$ cat config.mk
export PLATFORM = sky130hd
export DESIGN_NAME = halt_exit_seq
export DESIGN_NICKNAME = d
export VERILOG_FILES = /design/src/rtl/halt_exit_pkg.sv /design/src/rtl/hx_prescaler.sv /design/src/rtl/hx_startup_cnt.sv /design/src/rtl/halt_exit_seq.sv
export SDC_FILE = /design/constraint.sdc
export NUM_CORES = 1
export LEC_CHECK = 0
export ABC_CLOCK_PERIOD_IN_PS = 3360
export BUFFER_PORTS_ARGS = -buffer_cell sky130_fd_sc_hd__buf_2
export CORE_ASPECT_RATIO = 1.4
export CORE_MARGIN = 2
export CORE_UTILIZATION = 40
export DETAILED_ROUTE_END_ITERATION = 8
export PLACE_DENSITY = 0.62
export SYNTH_ARGS = -nofsm -noshare
export SYNTH_HDL_FRONTEND = slang
export SYNTH_HIERARCHICAL = 1
export SYNTH_SLANG_ARGS = --single-unit
$ cat constraint.sdc
create_clock -name clk -period 3.36 [get_ports clk]
set_clock_uncertainty 0.15 [all_clocks]
set_input_delay 0.336 -clock clk [delete_from_list [all_inputs] [get_ports clk]]
set_output_delay 0.336 -clock clk [all_outputs]
set_load 0.05 [all_outputs]
$ cat src/rtl/halt_exit_pkg.sv
package halt_exit_pkg;
   typedef enum logic [1:0] {
      HX_RUN     = 2'd0,
      HX_HALTED  = 2'd1,
      HX_STARTUP = 2'd2
   } hx_state_e;
endpackage

$ cat src/rtl/hx_prescaler.sv
// Divide-by-DIV tick generator; advances only on qualified edges.
module hx_prescaler #(
   parameter int DIV = 10
) (
   input  logic clk,
   input  logic rst_n,
   input  logic clr,
   input  logic adv,
   output logic tick
);
   localparam int PW = (DIV > 1) ? $clog2(DIV) : 1;

   generate
      if (DIV == 1) begin : g_pass
         logic unused_pins;
         assign unused_pins = ^{clk, rst_n, clr};
         assign tick = adv;
      end else begin : g_cnt
         localparam logic [PW-1:0] LAST = PW'(DIV - 1);
         logic [PW-1:0] ph_q;
         always_ff @(posedge clk or negedge rst_n) begin
            if (!rst_n)
               ph_q <= '0;
            else if (clr)
               ph_q <= '0;
            else if (adv)
               ph_q <= (ph_q == LAST) ? '0 : ph_q + 1'b1;
         end
         assign tick = adv && (ph_q == LAST);
      end
   endgenerate
endmodule

$ cat src/rtl/hx_startup_cnt.sv
// Down counter loaded with all ones; expires on the tick seen at zero.
module hx_startup_cnt #(
   parameter int CNT_W = 8
) (
   input  logic clk,
   input  logic rst_n,
   input  logic load,
   input  logic tick,
   output logic expire
);
   logic [CNT_W-1:0] cnt_q;

   always_ff @(posedge clk or negedge rst_n) begin
      if (!rst_n)
         cnt_q <= '1;
      else if (load)
         cnt_q <= '1;
      else if (tick && (cnt_q != '0))
         cnt_q <= cnt_q - 1'b1;
   end

   assign expire = tick && (cnt_q == '0);
endmodule

$ cat src/rtl/halt_exit_seq.sv
module halt_exit_seq
   import halt_exit_pkg::*;
#(
   parameter int DIV   = 10,
   parameter int CNT_W = 8
) (
   input  logic clk,
   input  logic rst_n,
   input  logic clk_ok,
   input  logic wake_req,
   input  logic halt_req,
   output logic osc_en,
   output logic core_clk_en,
   output logic in_startup
);
   generate
      if (DIV < 1 || DIV > 1024) begin : g_bad_div
         $error("halt_exit_seq: DIV out of range");
      end
      if (CNT_W < 1 || CNT_W > 16) begin : g_bad_cnt
         $error("halt_exit_seq: CNT_W out of range");
      end
   endgenerate

   hx_state_e state_q, state_d;
   logic      enter_su;
   logic      adv;
   logic      pre_tick;
   logic      su_tick;
   logic      su_done;

   assign enter_su = (state_q == HX_HALTED) && wake_req;
   assign adv      = osc_en && clk_ok;
   assign su_tick  = pre_tick && (state_q == HX_STARTUP);

   hx_prescaler #(.DIV(DIV)) pre_i (
      .clk  (clk),
      .rst_n(rst_n),
      .clr  (enter_su),
      .adv  (adv),
      .tick (pre_tick)
   );

   hx_startup_cnt #(.CNT_W(CNT_W)) cnt_i (
      .clk   (clk),
      .rst_n (rst_n),
      .load  (enter_su),
      .tick  (su_tick),
      .expire(su_done)
   );

   always_comb begin
      state_d = state_q;
      case (state_q)
         HX_RUN:     if (halt_req) state_d = HX_HALTED;
         HX_HALTED:  if (wake_req) state_d = HX_STARTUP;
         HX_STARTUP: if (su_done)  state_d = HX_RUN;
         default:    state_d = HX_RUN;
      endcase
   end

   always_ff @(posedge clk or negedge rst_n) begin
      if (!rst_n)
         state_q <= HX_RUN;
      else
         state_q <= state_d;
   end

   assign osc_en      = (state_q != HX_HALTED);
   assign core_clk_en = (state_q == HX_RUN);
   assign in_startup  = (state_q == HX_STARTUP);
endmodule

==> results by group <==
STA
  – Unrepaired setup endpoints after global routing: no
  – Worst-margin pin slew: 0.6040 ns
  – Tmin final: around 2.4 ns
  – Number of setup violations in the final report: 0
  – Final Hold Vio Count: 0
  – Fmax: 0.4148 GHz
  – Tcrit/Tclk final: 0.7175
  – Rel. slew slack: 0.5869
  – Fin. max-slew vios: 0
  – Hold slack: 0.1046 ns
  – Sum of negative setup slack: 0 ns
  – Final Worst Setup Slack: around 0.95 ns

CTS
  – Register clock-pin slew on the reported worst setup and hold paths: 0.08 ns
  – H-tree levels: 1
  – Post-CTS setup buffers: 0
  – Root buffer cell: clkbuf_4
  – Clock Latency Late Sink: 0.28 ns
  – CTS Buf Count: 3
  – Clock buffer depth: 2
  – Post-CTS Resized: 0
  – CTS tree: built
  – CTS sink count: 14

Finish
  – Layout cells sized above 1: 0.2842
  – FILL cells: 199
  – ANT cells: 0
  – Utilization after layout: 0.4692
  – Final nets: 104
  – Final instance area: 914.6 µm²
  – Fin cells: 116
  – Multi-input logic area: 434.2 µm²
  – Register area: 360.3 µm²
  – Area Growth Syn to Fin: 11.43%

Routing
  – Wire per inst: 13.49 µm
  – Antenna Nets Post-Route: 0
  – Drt pass-1 iters: 3
  – Via density: 5.672
  – WL final: 1565 µm
  – Initial DRC Count: 4
  – Vias: 658
  – Residual DRC: 0

Global routing
  – Number of antenna violations at the first check in global routing: 0
  – Global-route wire length before repair: 2815 µm
  – All-Layer GR Usage: 0.1549
  – Vias in the first global route: 668
  – Largest net degree at the start of global routing: 15
  – GRT overflow: 0

Place
  – Area of placed instances: 878.3 µm²
  – Post-DP HPWL: roughly 1200 µm
  – Placed Cells: between 100 and 150
  – RD Place Congestion: 0.7565
  – Post-place setup slack: 0.9870 ns
  – PortBufs: 7

Critical path
  – Worst Path Required: approximately 3.4 ns
  – CP Capture Type: flop
  – Critical path's largest stage delay: 0.50 ns
  – Most used cell, CP: and2_1
  – Worst-path fanout max: 6
  – CP arrival: 2.48 ns
  – Slowest stage cell, crit path: or4b_4
  – Startpoint Class: flop
  – Worst-path cell chain: nand2b_1 > and2_1 > inv_1 > nor2_1 > and2_1 > or4b_4 > or4_1 > nand3_1
  – Crit Path Category: flop to flop

Synth
  – Xor/xnor cell area share of the yosys netlist: 0
  – Synth Area in Adders: 0.04573
  – Post-synthesis cell area: 820.8 µm²
  – Yosys reg bits: 14
  – Distinct cells, synth: 35
  – Main flop type after synthesis: dfstp_2
  – Area fraction of the dominant cell type after synthesis: 0.2561
  – Mux contribution to synthesized area: 0.03659
  – Main combinational cell family by area after synthesis: simple AND/OR/NAND/NOR gates
  – Most common cell in the netlist: dfstp_2
  – Synth area leaders: dfstp_2 (26%), dfrtp_1 (18%), ha_1 (4.6%)
  – Fraction of registers with async set/reset: 1.000
  – Synth Area in Compound Gates: 0.1707
  – Number of synthesized flops with an enable pin: 0
  – Synth Area in Simple Gates: 0.2759
  – Syn Area/Cell: just under 10 µm²
  – Syn Inst Count: between 80 and 90
  – Yosys top cell by area: dfstp_2
  – Synth Net Count: a little over 90
  – Post-synthesis sequential area ratio: 0.4390
  – Ys Warns: 6
  – Synth top cells by count: dfstp_2 (8), nor2_1 (7), dfrtp_1 (6), inv_1 (6)

Floorplan
  – Die Wd: ~42 µm
  – I/O pin total: 8
  – Site row count: 19
  – Die Y-Extent: 57.60 µm
  – Die area: approximately 0.0024 mm²
  – Initial Util: 0.4211
  – Core box area: 0.001949 mm²

Pwr
  – Total Power: 0.5488 mW
  – Power density cells: approximately 600 mW/mm²
  – LEAKAGE: 0.3702 nW
  – Peak supply drop: 0.0003592 V

Job
  – Max-cap viol count: 0

Status
  – Status: finished, final reports clean

Worst hold path
  – Hold crit path type: input pin to flop
==> cells by family after synthesis <==
group | after synthesis
AO/OA/AOI/OAI | 20
adder cells (fa/ha/maj) | 3
buffers and inverters | 7
flip-flops | 14
multiplexers | 3
AND/OR/NAND/NOR | 37
==> final timing paths <==
check | from | endpoint | slack [ns] | depth (start not counted)
setup / recovery | state_q[1]$_DFFE_PN0P_ | cnt_i/cnt_q[7]$_DFFE_PN1P_ | 0.95 | 8
hold / removal | wake_req | state_q[0]$_DFFE_PN0P_ | 0.10 | 2
setup reg to reg | state_q[1]$_DFFE_PN0P_ | cnt_i/cnt_q[7]$_DFFE_PN1P_ | 0.95 | 8
hold reg to reg | state_q[1]$_DFFE_PN0P_ | state_q[0]$_DFFE_PN0P_ | 0.36 | 1
max in group asynchronous | rst_n | cnt_i/cnt_q[1]$_DFFE_PN1P_ | 2.44 | 2
min in group asynchronous | rst_n | pre_i/g_cnt.ph_q[0]$_DFFE_PN0P_ | 0.33 | 2
==> critical path: cells and delay by family, from the launching register on <==
family / cells / cell delay, ns
buf+inv: 1 / 0.09
flops: 1 / 0.41
simple gates: 7 / 1.70
==> timing repair <==
item                       4_1_cts  5_1_grt
hold endpoints to repair         6        0
hold buffers                     1        0
setup endpoints to repair        0        0
==> cell type report <==
cell class | instances | area share
well taps | 21 | 0.02873
repair buffers | 8 | 0.04925
multi-input cells | 63 | 0.4747
flip-flops and latches | 14 | 0.3940
inverters | 6 | 0.02462
clock buffers | 4 | 0.02873
==> routing by layer <==
layer / track usage / wire (µm) / vias up
li1: - / - / 330
met1: 0.1633 / 670 / 322
met2: 0.2791 / 847 / 4
met3: 0.03797 / 34 / 2
met4: 0.08036 / 13 / 0
met5: 0 / 0 / -
==> state kept, by name, indices dropped and copies added, names as in the netlist <==
name / flops
state_q: 2
cnt_i/cnt_q: 8
pre_i/g_cnt.ph_q: 4
==> report_power, final <==
group / internal (mW) / total [mW] / switching, mW / leakage [nW]
Combinational: 0.0708 / 0.212 / 0.141 / 0.193
Clock: 0.0460 / 0.0983 / 0.0523 / 0.0150
Sequential: 0.199 / 0.238 / 0.0392 / 0.162
==> cells in the final DEF, fill, tap and decap left out, types with 2 or more instances in the layout <==
cell type  netlist  final
a211oi_1         3      3
a21boi_0         2      2
a211o_2          2      2
o21ai_0          5      5
nand2b_1         2      2
buf_2            0      7
and2_1           2      2
inv_1            6      6
nand2_1          5      5
nor2b_1          2      2
ha_1             3      3
mux2i_1          3      3
nor2_1           7      7
nand3_1          2      2
dfstp_2          8      8
clkbuf_4         0      3
dfrtp_1          6      6
or4_1            3      3
a21oi_1          3      3
nand3b_1         3      3
(Power assumes the default switching activity.)
